<file path="src/rtl/exc_dispatch_pkg.sv">
package exc_dispatch_pkg;

   typedef enum logic [1:0] {
      VEC_KERNEL = 2'd0,
      VEC_USER   = 2'd1,
      VEC_DOUBLE = 2'd2,
      VEC_DEBUG  = 2'd3
   } exc_vec_e;

   localparam int PS_LVL_LSB  = 0;
   localparam int PS_LVL_W    = 4;
   localparam int PS_EXCM_BIT = 4;
   localparam int PS_UM_BIT   = 5;
   localparam int PS_MIN_W    = 6;

endpackage

</file>
<file path="src/rtl/exc_gen_sel.sv">
module exc_gen_sel
   import exc_dispatch_pkg::*;
#(
   parameter int PS_W     = 8,
   parameter bit HAS_DEPC = 1'b1
) (
   input  logic [PS_W-1:0] ps_cur,
   output exc_vec_e        vec_sel,
   output logic            to_depc,
   output logic [PS_W-1:0] ps_next
);

   logic in_excm;
   logic in_user;

   assign in_excm = ps_cur[PS_EXCM_BIT];
   assign in_user = ps_cur[PS_UM_BIT];

   always_comb begin
      if (in_excm)
         vec_sel = VEC_DOUBLE;
      else if (in_user)
         vec_sel = VEC_USER;
      else
         vec_sel = VEC_KERNEL;
   end

   generate
      if (HAS_DEPC) begin : g_depc
         assign to_depc = in_excm;
      end else begin : g_no_depc
         assign to_depc = 1'b0;
      end
   endgenerate

   always_comb begin
      ps_next = ps_cur;
      ps_next[PS_EXCM_BIT] = 1'b1;
   end

endmodule

</file>
<file path="src/rtl/exc_dbg_gate.sv">
module exc_dbg_gate
   import exc_dispatch_pkg::*;
#(
   parameter int PS_W        = 8,
   parameter int DEBUG_LEVEL = 6
) (
   input  logic [PS_W-1:0] ps_cur,
   output logic            allow,
   output logic [PS_W-1:0] ps_next
);

   localparam logic [PS_LVL_W-1:0] DBG_LVL = PS_LVL_W'(DEBUG_LEVEL);

   logic [PS_LVL_W-1:0] cur_lvl;

   assign cur_lvl = ps_cur[PS_LVL_LSB +: PS_LVL_W];
   assign allow   = (cur_lvl < DBG_LVL);

   always_comb begin
      ps_next = ps_cur;
      ps_next[PS_LVL_LSB +: PS_LVL_W] = DBG_LVL;
      ps_next[PS_EXCM_BIT] = 1'b1;
   end

endmodule

</file>
<file path="src/rtl/exc_dispatch_unit.sv">
module exc_dispatch_unit
   import exc_dispatch_pkg::*;
#(
   parameter int          ADDR_W      = 32,
   parameter int          CAUSE_W     = 6,
   parameter int          DCAUSE_W    = 6,
   parameter int          PS_W        = 8,
   parameter int          DEBUG_LEVEL = 6,
   parameter bit          HAS_DEPC    = 1'b1,
   parameter logic [PS_W-1:0] PS_RESET = '0
) (
   input  logic                clk,
   input  logic                rst_n,
   input  logic                gen_req,
   input  logic [ADDR_W-1:0]   gen_pc,
   input  logic [CAUSE_W-1:0]  gen_cause,
   input  logic                gen_has_vaddr,
   input  logic [ADDR_W-1:0]   gen_vaddr,
   output logic                gen_ack,
   input  logic                dbg_req,
   input  logic [ADDR_W-1:0]   dbg_pc,
   input  logic [DCAUSE_W-1:0] dbg_cause,
   output logic                dbg_ack,
   input  logic                ps_load,
   input  logic [PS_W-1:0]     ps_load_val,
   output logic                redirect,
   output logic [1:0]          vec,
   output logic [PS_W-1:0]     ps,
   output logic [ADDR_W-1:0]   epc1,
   output logic [ADDR_W-1:0]   depc,
   output logic [CAUSE_W-1:0]  exccause,
   output logic [ADDR_W-1:0]   excvaddr,
   output logic [DCAUSE_W-1:0] dbgcause,
   output logic [ADDR_W-1:0]   epc_dbg,
   output logic [PS_W-1:0]     eps_dbg
);

   localparam logic [PS_LVL_W-1:0] DBG_LVL = PS_LVL_W'(DEBUG_LEVEL);

   // elaboration-time parameter checks
   generate
      if (PS_W < PS_MIN_W) begin : g_bad_psw
         $error("PS_W must hold level, exception-mode and user-mode fields");
      end
      if (DEBUG_LEVEL < 2 || DEBUG_LEVEL > 15) begin : g_bad_lvl
         $error("DEBUG_LEVEL must lie in 2..15");
      end
      if (ADDR_W < 2 || CAUSE_W < 1 || DCAUSE_W < 1) begin : g_bad_w
         $error("address and cause widths must be positive");
      end
   endgenerate

   // state
   logic                gen_ack_q, dbg_ack_q, redirect_q;
   exc_vec_e            vec_q;
   logic [PS_W-1:0]     ps_q;
   logic [ADDR_W-1:0]   epc1_q, depc_q, excvaddr_q, epc_dbg_q;
   logic [CAUSE_W-1:0]  exccause_q;
   logic [DCAUSE_W-1:0] dbgcause_q;
   logic [PS_W-1:0]     eps_dbg_q;

   // path decisions
   exc_vec_e        gen_vec;
   logic            gen_to_depc;
   logic [PS_W-1:0] gen_ps_next;
   logic            dbg_allow;
   logic [PS_W-1:0] dbg_ps_next;

   exc_gen_sel #(.PS_W(PS_W), .HAS_DEPC(HAS_DEPC)) u_gen_sel (
      .ps_cur  (ps_q),
      .vec_sel (gen_vec),
      .to_depc (gen_to_depc),
      .ps_next (gen_ps_next)
   );

   exc_dbg_gate #(.PS_W(PS_W), .DEBUG_LEVEL(DEBUG_LEVEL)) u_dbg_gate (
      .ps_cur  (ps_q),
      .allow   (dbg_allow),
      .ps_next (dbg_ps_next)
   );

   logic dbg_acc, dbg_take, gen_acc;

   assign dbg_acc  = dbg_req & ~dbg_ack_q;
   assign dbg_take = dbg_acc & dbg_allow;
   assign gen_acc  = gen_req & ~gen_ack_q & ~dbg_take;

   always_ff @(posedge clk) begin
      if (!rst_n) begin
         gen_ack_q  <= 1'b0;
         dbg_ack_q  <= 1'b0;
         redirect_q <= 1'b0;
         vec_q      <= VEC_KERNEL;
         ps_q       <= PS_RESET;
         epc1_q     <= '0;
         excvaddr_q <= '0;
         exccause_q <= '0;
         dbgcause_q <= '0;
         epc_dbg_q  <= '0;
         eps_dbg_q  <= '0;
      end else begin
         gen_ack_q  <= gen_acc;
         dbg_ack_q  <= dbg_acc;
         redirect_q <= dbg_take | gen_acc;
         if (dbg_take) begin
            dbgcause_q <= dbg_cause;
            epc_dbg_q  <= dbg_pc;
            eps_dbg_q  <= ps_q;
            ps_q       <= dbg_ps_next;
            vec_q      <= VEC_DEBUG;
         end else if (gen_acc) begin
            exccause_q <= gen_cause;
            if (gen_has_vaddr)
               excvaddr_q <= gen_vaddr;
            if (!gen_to_depc)
               epc1_q <= gen_pc;
            ps_q  <= gen_ps_next;
            vec_q <= gen_vec;
         end else if (ps_load) begin
            ps_q <= ps_load_val;
         end
      end
   end

   generate
      if (HAS_DEPC) begin : g_depc_reg
         always_ff @(posedge clk) begin
            if (!rst_n)
               depc_q <= '0;
            else if (!dbg_take && gen_acc && gen_to_depc)
               depc_q <= gen_pc;
         end
      end else begin : g_depc_none
         assign depc_q = '0;
      end
   endgenerate

   assign gen_ack  = gen_ack_q;
   assign dbg_ack  = dbg_ack_q;
   assign redirect = redirect_q;
   assign vec      = vec_q;
   assign ps       = ps_q;
   assign epc1     = epc1_q;
   assign depc     = depc_q;
   assign exccause = exccause_q;
   assign excvaddr = excvaddr_q;
   assign dbgcause = dbgcause_q;
   assign epc_dbg  = epc_dbg_q;
   assign eps_dbg  = eps_dbg_q;

   // in-line properties
   assert_first_level_vec_R1: assert property (@(posedge clk) disable iff (!rst_n)
      (redirect_q && (vec_q == VEC_KERNEL || vec_q == VEC_USER)) |->
         (!$past(ps_q[PS_EXCM_BIT]) &&
          ((vec_q == VEC_USER) == $past(ps_q[PS_UM_BIT])) &&
          (epc1_q == $past(gen_pc))));

   assert_double_vec_R2: assert property (@(posedge clk) disable iff (!rst_n)
      (redirect_q && vec_q == VEC_DOUBLE) |-> $past(ps_q[PS_EXCM_BIT]));

   assert_gen_update_R3: assert property (@(posedge clk) disable iff (!rst_n)
      gen_ack_q |-> (ps_q[PS_EXCM_BIT] && exccause_q == $past(gen_cause)));

   assert_vaddr_hold_R4: assert property (@(posedge clk) disable iff (!rst_n)
      !$past(gen_acc && gen_has_vaddr) |-> $stable(excvaddr_q));

   assert_dbg_gate_R5: assert property (@(posedge clk) disable iff (!rst_n)
      (redirect_q && vec_q == VEC_DEBUG) |->
         ($past(ps_q[PS_LVL_LSB +: PS_LVL_W]) < DBG_LVL));

   assert_dbg_ps_R7: assert property (@(posedge clk) disable iff (!rst_n)
      (redirect_q && vec_q == VEC_DEBUG) |->
         (ps_q[PS_LVL_LSB +: PS_LVL_W] == DBG_LVL && ps_q[PS_EXCM_BIT] &&
          eps_dbg_q == $past(ps_q)));

   assert_dbg_first_R8: assert property (@(posedge clk) disable iff (!rst_n)
      (redirect_q && vec_q == VEC_DEBUG) |-> !gen_ack_q);

   assert_gen_ack_pulse_R9: assert property (@(posedge clk) disable iff (!rst_n)
      gen_ack_q |=> !gen_ack_q);

   assert_dbg_ack_pulse_R9: assert property (@(posedge clk) disable iff (!rst_n)
      dbg_ack_q |=> !dbg_ack_q);

endmodule

</file>
<file path="config.mk">
export PLATFORM = sky130hd
export DESIGN_NAME = exc_dispatch_unit
export DESIGN_NICKNAME = d
export VERILOG_FILES = /design/src/rtl/exc_dispatch_pkg.sv /design/src/rtl/exc_gen_sel.sv /design/src/rtl/exc_dbg_gate.sv /design/src/rtl/exc_dispatch_unit.sv
export SDC_FILE = /design/constraint.sdc
export NUM_CORES = 1
export LEC_CHECK = 0
export BUFFER_PORTS_ARGS = -buffer_cell sky130_fd_sc_hd__buf_2
export CORE_MARGIN = 4
export CORE_UTILIZATION = 42
export DETAILED_ROUTE_END_ITERATION = 8
export GPL_TIMING_DRIVEN = 1
export PLACE_DENSITY = 0.79
export SLEW_MARGIN = 20
export SYNTH_ARGS = -nofsm -noshare
export SYNTH_HDL_FRONTEND = slang
export SYNTH_SLANG_ARGS = --single-unit
</file>
<file path="constraint.sdc">
create_clock -name clk -period 1.5 [get_ports clk]
set_input_delay 0.3 -clock clk [delete_from_list [all_inputs] [get_ports clk]]
set_output_delay 0.3 -clock clk [all_outputs]
set_load 0.01 [all_outputs]
</file>
==> metrics.txt, run 1 <==
Worst Slack Setup Final=0.01681 ns; starting density of the core=42.56%; skew final=0.01033 ns; Core Area=14,480 um^2; setup TNS=0 ns; vias per cell=4.956; total congestion overflow=0; max_cap viols=0; Ports=283; WL final=17,860 um; Synth Cell Area=6162 um^2; first-pass GRT wire length=27,200 um; hold_ws=0.1227 ns; gr usage total=20.48%; Yosys Warn Count=0; Post-Place Setup Slack=-0.07879 ns; H-tree depth=4; Final #Nets=1,073; die span in x=129.1 um; number of synthesized flops with an enable pin=0; Final Power=10.16 mW; Slew Viols, Final=0; required time of the critical path=1.79 ns; slowest stage delay, CP=0.40 ns; final period utilization=98.88%; drt wl/cell=15.56 um; DP Wirelength=12,690 um; Seq/Total Area, Yosys=52.30%; fmax=674.2 MHz; Leak Pwr=3.964 nW; Hold Vio Cnt, Final=0; Synth Net Count=798; Rel. slew slack=74.46%; Port-buffer cells=282; Ant. Diodes=0; Synth Flop Type=dfxtp_1; FF+latch count, synth=161; number of global-route vias before repair=5,363; critical setup path kind=flop to flop; Clock Sinks=161; standard-cell row count=44; CP Launch Type=flop; clock buffer depth=2; clk_lat worst skew=0.42 ns; die area=16,670 um^2; initial DRC count=180; Die H=129.1 um; Critical Path End Type=flop; Hold Buf Count CTS=0; routability cong.=0.7913; Synth top area share=52.30%; post-route ant nets=0; Pwr Density=1190 nW/um^2; Critical Path AT=1.78 ns; crit-path max FO=32; leading area contributor after synthesis=dfxtp_1; outcome=complete, no violations; fillcell total=1,237; Min-Delay Path Class=primary input to flop; 1st-pass router iterations=4; CTS tree=done; peak supply drop=0.7422 mV; DRC viols=0; Area contributors post-synth=dfxtp_1 (52%), mux2i_1 (17%), nand2_1 (11%); CP cell instances=or3b_4 > o211a_1 > buf_12 > mux2i_1; post-synth cell types=28; CTS buffer count=17; pin count of the biggest net entering global routing=64; clock-pin slew on the worst setup and hold paths=0.07 ns; initial antenna violation count=2; Post-synth ARST share=0%; vias=5,689; Final Setup Violations=0; slowest library cell on the worst path=or3b_4; RSZ-0062 raised after global routing=true; Final min period=1.483 ns; Syn Area/Cell=9.116 um^2; Syn Inst Count=676; fraction of layout cells with a size suffix above 1=37.03%; CTS root buf=clkbuf_16; measured slew at the worst slew-check pin=0.3831 ns; synthesis-to-layout area growth=38.66%
-- registers in the layout (all words and copies together), names as in the netlist --
| name | flops |
|---|---|
| dbg_ack | 1 |
| dbgcause | 6 |
| depc | 32 |
| epc1 | 32 |
| epc_dbg | 32 |
| eps_dbg | 8 |
| exccause | 6 |
| excvaddr | 32 |
| gen_ack | 1 |
| ps | 8 |
| redirect | 1 |
| vec | 2 |
-- kinds of logic after synthesis --
logic type | after synthesis | synth area share [%]
mux | 106 | 17.22
simple gates | 240 | 16.30
flops | 161 | 52.30
buf+inv | 60 | 4.792
compound gates | 109 | 9.381
-- cells in the mapped netlist (2+ instances only) --
library cell and count:
nand2_1 181, dfxtp_1 161, mux2i_1 106, a21oi_1 50, o21ai_0 50, nand3_1 49
clkbuf_1 39, buf_2 10, a31oi_1 4, buf_4 4, buf_8 3, a21oi_2 2
and2_1 2
-- timing repair --
item	in CTS	in global routing
buffers inserted	0	1
cloned	0	2
resized for setup	2	12
endpoints found under the setup margin	3	54
pin swaps	0	1
hold endpoints to repair	0	0
-- worst paths after layout --
path                                    to  slack [ns]  depth (start not counted)                startpoint
hold / removal    exccause[1]$_SDFFE_PN0N_        0.12                          3              gen_cause[1]
setup reg to reg  excvaddr[0]$_SDFFE_PN0P_        0.02                          4        ps[3]$_SDFFE_PP0P_
setup / recovery  excvaddr[0]$_SDFFE_PN0P_        0.02                          4        ps[3]$_SDFFE_PP0P_
hold reg to reg   excvaddr[9]$_SDFFE_PN0P_        0.45                          2  excvaddr[9]$_SDFFE_PN0P_
-- layout make-up --
cell class                 count  area (um^2)  area share (%)
sequential                   161         3227           37.77
multi-input combinational    455         2685           31.42
timing repair buffer         314         1831           21.42
clock buffer                  20        466.7           5.462
tap                          184        230.2           2.694
clock inverter                12        97.59           1.142
inverter                       2        7.507         0.08786
-- per-layer routing --
| layer | part of all wire, % | vias to the layer above | GRT usage, % | wire, um |
|---|---|---|---|---|
| met2 | 48 | 218 | 33.87 | 8599 |
| met5 | 0.15 | - | 0 | 26 |
| met3 | 9.5 | 23 | 8.615 | 1694 |
| li1 | - | 2833 | - | - |
| met1 | 41 | 2611 | 24.29 | 7278 |
| met4 | 1.5 | 4 | 6.300 | 261 |
-- cell usage in the layout, fill, tap and decap left out, drive strengths merged --
cell type | netlist | routed
nand2b | 1 | 1
and3 | 1 | 1
nand3 | 49 | 49
o211a | 1 | 1
a21oi | 52 | 52
buf | 18 | 312
nor2b | 1 | 1
and2 | 2 | 2
nor4bb | 1 | 1
o21ai | 50 | 50
nand3b | 1 | 1
o211ai | 1 | 1
or3b | 1 | 1
nor3b | 2 | 2
clkinvlp | 0 | 5
mux2i | 106 | 106
nand2 | 181 | 181
a31oi | 4 | 4
clkinv | 1 | 3
inv | 1 | 6
clkbuf | 40 | 22
a211oi | 1 | 1
dfxtp | 161 | 161
-- per-stage QoR --
stage	area [um^2]	std cells	utilization (%)
finish	8544	1148	59.01
floorplan	6162	676	-
global route	8544	1148	59.01
global placement	7885	1113	54.46
CTS	8452	1145	58.37
detailed placement	7885	1113	54.46
-- worst max-delay path, delay by kind of cell, from the launching register on --
kind / cells / cell delay [ns]
AND/OR/NAND/NOR: 1 / 0.40
flip-flops: 1 / 0.35
AO/OA/AOI/OAI: 1 / 0.24
buffers and inverters: 1 / 0.19
multiplexers: 1 / 0.15
-- power breakdown --
group          switching (mW)  total, mW  leakage, nW  internal, mW
Sequential              0.130       4.65         1.32          4.52
Clock                    1.83       4.11        0.264          2.28
Combinational           0.766       1.41         2.38         0.641
(Power assumes the default switching activity.)
==> run 2, diff against run 1 <==
--- a/config.mk
+++ b/config.mk
@@ -10,7 +10,7 @@
 export CORE_UTILIZATION = 42
 export DETAILED_ROUTE_END_ITERATION = 8
 export GPL_TIMING_DRIVEN = 1
-export PLACE_DENSITY = 0.79
+export PLACE_DENSITY = 0.75
 export SLEW_MARGIN = 20
 export SYNTH_ARGS = -nofsm -noshare
 export SYNTH_HDL_FRONTEND = slang
==> run 2 against run 1 <==
  * Die area is the same
  * Critical path type unchanged
  * Critical path depth is the same
  * Sequential share of layout area shrank 0.46 points
  * Utilization grew 0.73 points
  * Register-to-register slack gained 0.02 ns
  * Fmax grew 1.6%
  * Worst hold slack gained 0.00086 ns
  * Routed wire length grew 0.91%
  * Sequential power is essentially flat
==> metrics.txt, run 2 (synthesis results as in run 1) <==
outcome=complete, no violations; CP Launch Type=flop; Worst Slack Setup Final=0.04059 ns (+0.02378 ns); vias per cell=4.945 (-0.21%); Hold Buf Count CTS=0 (unchanged); DP Cell Count=1,115 (+0.18%); commonest non-fill, non-tap cell in the layout=buf_2; Pwr Density=1249 nW/um^2 (+5.0%); synthesis-to-layout area growth=40.37%; setup TNS=0 ns (unchanged); fraction of layout cells with a size suffix above 1=37.44% (+0.40 points); drt wl/cell=15.63 um (+0.48%); final instance area=8650 um^2 (+1.2%); fillcell total=1,278 (+3.3%); Min-Delay Path Class=primary input to flop; slowest library cell on the worst path=or3b_4; die span in x=129.1 um (unchanged); Hold Vio Cnt, Final=0 (unchanged); routability cong.=0.7947 (+0.43%); Leak Pwr=4.022 nW (+1.5%); Die H=129.1 um (unchanged); placed cell areas=7900 um^2 (+0.19%); Ports=283 (unchanged); CP cell instances=or3b_4 > o211a_4 > buf_12 > mux2i_1; Final Setup Violations=0 (unchanged); H-tree depth=4 (unchanged); pin count of the biggest net entering global routing=53 (-17%); clk_lat worst skew=0.42 ns (about the same); Critical Path End Type=flop; WL final=18,020 um (+0.91%); Final min period=1.459 ns (-0.02378 ns); first-pass GRT wire length=27,570 um (+1.3%); final period utilization=97.29% (-1.6 points); clock-pin slew on the worst setup and hold paths=0.06 ns (about the same); Post-Place Setup Slack=-0.09081 ns (-0.01203 ns); clock buffer depth=2 (unchanged); initial DRC count=206 (+14%); die area=16,670 um^2 (unchanged); Final #Nets=1,076 (+0.28%); max_cap viols=0 (unchanged); total congestion overflow=0 (unchanged); critical setup path kind=flop to flop; initial antenna violation count=2 (unchanged); gr usage total=20.69% (+0.21 points); Final Power=10.81 mW (+6.3%); fin cells=1,153 (+0.44%); Clock Sinks=161 (unchanged); Rel. slew slack=80.80% (+6.3 points); most frequent cells in the layout=buf_2 (281), nand2_1 (180), dfxtp_1 (158), mux2i_1 (106), a21oi_1 (50); starting density of the core=42.56% (unchanged); CTS root buf=clkbuf_16; Hold Path Depth=3 (unchanged); peak supply drop=0.7232 mV (-2.6%); Core Area=14,480 um^2 (unchanged); Slew Viols, Final=0 (unchanged); DP Wirelength=12,820 um (+1.0%); measured slew at the worst slew-check pin=0.2880 ns (-0.09519 ns); post-route ant nets=0 (unchanged); vias=5,702 (+0.23%); CTS buffer count=17 (unchanged); Port-buffer cells=282 (unchanged); fmax=685.2 MHz (+1.6%); CTS tree=done; standard-cell row count=44 (unchanged); slowest stage delay, CP=0.42 ns (+0.02 ns); Critical Path AT=1.75 ns (-0.03 ns); crit-path max FO=22 (-31%); DRC viols=0 (unchanged); number of global-route vias before repair=5,397 (+0.63%); skew final=0.01020 ns (-0.0001300 ns); 1st-pass router iterations=4 (unchanged); required time of the critical path=1.80 ns (about the same); Reg2Reg Depth=4 (unchanged)
[run 2: changes by cell type in the layout (fill, tap and decap cells not counted), moves of 3 or more]
cell        change
buf_4           +3
o21ai_0         +6
clkinvlp_4      -3
o21ai_1         -6
bufinv_16       +5
[run 2: per-layer routing]
metal | routed length (um) | up-vias | track usage (%)
met5 | 8 | - | 0
met4 | 355 | 2 | 7.288
met3 | 1741 | 26 | 8.162
met2 | 8661 | 217 | 34.82
met1 | 7256 | 2616 | 23.99
li1 | - | 2841 | -
[run 2: critical path, delay by kind of cell, from the launching register on]
| kind | cells | cell delay (ns) |
|---|---|---|
| AOI/OAI and AO/OA | 1 | 0.26 |
| buffers and inverters | 1 | 0.17 |
| DFF | 1 | 0.34 |
| muxes | 1 | 0.13 |
| and+or+nand+nor | 1 | 0.42 |
[run 2: what timing repair did]
action / 4_1_cts / 5_1_grt
pin swaps: 0 / 1
resized for setup: 2 / 11
setup endpoints to repair: 3 / 73
setup buffers: 0 / 2
gates cloned: 0 / 2
[run 2: final timing paths]
path / slack (ns) / from / to
setup / recovery: 0.04 / ps[3]$_SDFFE_PP0P_ / excvaddr[28]$_SDFFE_PN0P_
hold / removal: 0.12 / gen_cause[2] / exccause[2]$_SDFFE_PN0N_
setup reg to reg: 0.04 / ps[3]$_SDFFE_PP0P_ / excvaddr[28]$_SDFFE_PN0P_
hold reg to reg: 0.45 / excvaddr[8]$_SDFFE_PN0P_ / excvaddr[8]$_SDFFE_PN0P_
[run 2: power breakdown]
part           switching (mW)  internal (mW)  total (mW)
clock                    1.75           3.00        4.75
combinational           0.771          0.639        1.41
sequential              0.124           4.52        4.64
total                    2.65           8.16        10.8
[run 2: layout make-up]
cell class,count,area [um^2],area share [%]
tap,184,230.2,2.662
antenna,2,5.005,0.05786
sequential,161,3227,37.31
timing repair buffer,317,1831,21.16
multi-input combinational,455,2700,31.22
clock buffer,19,442.9,5.121
inverter,2,7.507,0.08679
clock inverter,13,206.4,2.387
[run 2: metrics by stage]
step | util, % | hold slack, ns
finish | 59.74 | 0.1235
global placement | 54.56 | 0.4388
CTS | 59.08 | 0.1041
global route | 59.72 | 0.1091
detailed placement | 54.56 | 0.4428
floorplan | - | 0.4388
==> run 3, diff against run 2 <==
--- a/config.mk
+++ b/config.mk
@@ -6,11 +6,13 @@
 export NUM_CORES = 1
 export LEC_CHECK = 0
 export BUFFER_PORTS_ARGS = -buffer_cell sky130_fd_sc_hd__buf_2
+export CELL_PAD_IN_SITES_DETAIL_PLACEMENT = 1
+export CELL_PAD_IN_SITES_GLOBAL_PLACEMENT = 2
 export CORE_MARGIN = 4
-export CORE_UTILIZATION = 42
+export CORE_UTILIZATION = 23
 export DETAILED_ROUTE_END_ITERATION = 8
 export GPL_TIMING_DRIVEN = 1
-export PLACE_DENSITY = 0.75
+export PLACE_DENSITY = 0.73
 export SLEW_MARGIN = 20
 export SYNTH_ARGS = -nofsm -noshare
 export SYNTH_HDL_FRONTEND = slang
==> run 3 against run 2 <==
  * Die area rose by 77%
  * Cell count increased by 12%
  * Worst hold slack lost 0.0030 ns
  * Highest routed layer unchanged
  * Critical endpoint is now epc_dbg[8]$_SDFFE_PN0P_
  * Via count is 1.2% higher
  * Cell area increased by 1.5%
  * Register-to-register slack barely moved
==> metrics.txt, run 3 (synthesis results as in run 1) <==
outcome=complete, no violations; Leak Pwr=3.966 nW (-1.4%); Ports=283 (unchanged); fin cells=1,297 (+12%); die area=29,470 um^2 (+77%); clock buffer depth=2 (unchanged); 1st-pass router iterations=4 (unchanged); Port-buffer cells=282 (unchanged); vias per cell=4.451 (-10%); Rel. slew slack=78.79% (-2.0 points); starting density of the core=23.51% (-19 points); Final #Nets=1,070 (-0.56%); Hold Vio Cnt, Final=0 (unchanged); max_cap viols=0 (unchanged); Core Area=26,210 um^2 (+81%); Critical Path End Type=flop; first-pass GRT wire length=33,290 um (+21%); Die H=171.7 um (+33%); DP Cell Count=1,261 (+13%); Post-Place Setup Slack=-0.1307 ns (-0.03993 ns); placed cell areas=8093 um^2 (+2.4%); drt wl/cell=16.98 um (+8.6%); final instance area=8776 um^2 (+1.5%); pin count of the biggest net entering global routing=56 (+5.7%); Slew Viols, Final=0 (unchanged); most frequent cells in the layout=buf_2 (281), nand2_1 (179), dfxtp_1 (158), mux2i_1 (106); fmax=681.5 MHz (-0.55%); Hold Buf Count CTS=0 (unchanged); DRC viols=0 (unchanged); total congestion overflow=0 (unchanged); synthesis-to-layout area growth=42.42%; measured slew at the worst slew-check pin=0.3182 ns (+0.03025 ns); H-tree depth=4 (unchanged); WL final=22,020 um (+22%); standard-cell row count=59 (+34%); critical setup path kind=flop to flop; Final min period=1.467 ns (+0.008045 ns); routability cong.=0.7396 (-6.9%); Final Setup Violations=0 (unchanged); Critical Path AT=1.78 ns (+0.03 ns); CTS root buf=clkbuf_16; RSZ-0062 raised after global routing=true; skew final=0.01962 ns (+0.009415 ns); gr usage total=14.37% (-6.3 points); Min-Delay Path Class=primary input to flop; CTS tree=done; required time of the critical path=1.81 ns (about the same); Worst Slack Setup Final=0.03254 ns (-0.008045 ns); final period utilization=97.83% (+0.54 points); vias=5,773 (+1.2%); clk_lat worst skew=0.43 ns (about the same); Clock Sinks=161 (unchanged); fraction of layout cells with a size suffix above 1=37.15% (-0.29 points); commonest non-fill, non-tap cell in the layout=buf_2; crit-path max FO=38 (+73%); Pwr Density=1186 nW/um^2 (-5.0%); Reg2Reg Depth=5 (+1); fillcell total=3,138 (+150%); post-route ant nets=0 (unchanged); peak supply drop=0.5572 mV (-23%); clock-pin slew on the worst setup and hold paths=0.07 ns (about the same); initial antenna violation count=5 (+3); CP Launch Type=flop; die span in x=171.7 um (+33%); CTS buffer count=17 (unchanged); DP Wirelength=15,580 um (+22%); Hold Path Depth=3 (unchanged); number of global-route vias before repair=5,813 (+7.7%); initial DRC count=281 (+36%)
[run 3: changes by cell type in the layout (fill, tap and decap cells not counted), moves of 3 or more]
cell / before / now
o21ai_0: 49 / 29
o21ai_1: 1 / 20
buf_4: 22 / 11
bufinv_16: 5 / 0
inv_8: 0 / 4
buf_12: 10 / 13
clkinv_2: 3 / 0
[run 3: worst max-delay path: stages, from the launching register on]
cell     delay (ns)
dfxtp_2        0.35
or3b_4         0.41
buf_6          0.16
buf_12         0.18
o21ai_0        0.17
a21oi_1        0.08
[run 3: cell type report]
type	count	area, um^2	area share, %
inverters	2	7.507	0.08554
flip-flops and latches	161	3227	36.77
well taps	335	419.2	4.776
diodes	1	2.502	0.02851
clock inverters	14	142.6	1.625
repair buffers	311	1847	21.04
multi-input cells	455	2701	30.78
clock buffers	18	429.2	4.890
[run 3: where the power goes]
part	leakage [nW]	internal (mW)	switching (mW)	total, mW
Sequential	1.32	4.51	0.126	4.64
Combinational	2.38	0.652	0.814	1.47
Clock	0.267	2.22	2.09	4.31
Total	3.97	7.38	3.03	10.4
[run 3: metal layers]
metal,vias to the layer above,GRT usage (%),share of wire [%]
met2,184,23.27,46
met5,-,0,0.21
met3,20,5.930,9.2
met1,2735,17.82,43
met4,8,3.583,0.95
li1,2826,-,-
[run 3: worst paths after layout]
path / startpoint / end / slack (ns)
setup reg to reg: ps[3]$_SDFFE_PP0P_ / epc_dbg[8]$_SDFFE_PN0P_ / 0.03
hold reg to reg: exccause[5]$_SDFFE_PN0N_ / exccause[5]$_SDFFE_PN0N_ / 0.45
hold / removal: gen_vaddr[17] / excvaddr[17]$_SDFFE_PN0P_ / 0.12
setup / recovery: ps[3]$_SDFFE_PP0P_ / epc_dbg[8]$_SDFFE_PN0P_ / 0.03
[run 3: what timing repair did]
action | in CTS | in global routing
gates cloned | 1 | 1
resized for setup | 6 | 29
pin swaps | 1 | 0
endpoints found under the hold margin | 0 | 0
buffers inserted | 1 | 0
endpoints found under the setup margin | 61 | 57
[run 3: through the flow]
stage	setup TNS, ns	util (%)	power [mW]	hold WS (ns)
CTS	0	33.23	10.58	0.09051
floorplan	0	-	5.458	0.4388
global route	-0.1141	33.49	10.95	0.1051
finish	0	33.49	10.41	0.1205
detailed placement	-4.583	30.88	6.175	0.4457
global placement	-2.502	30.88	6.159	0.4385
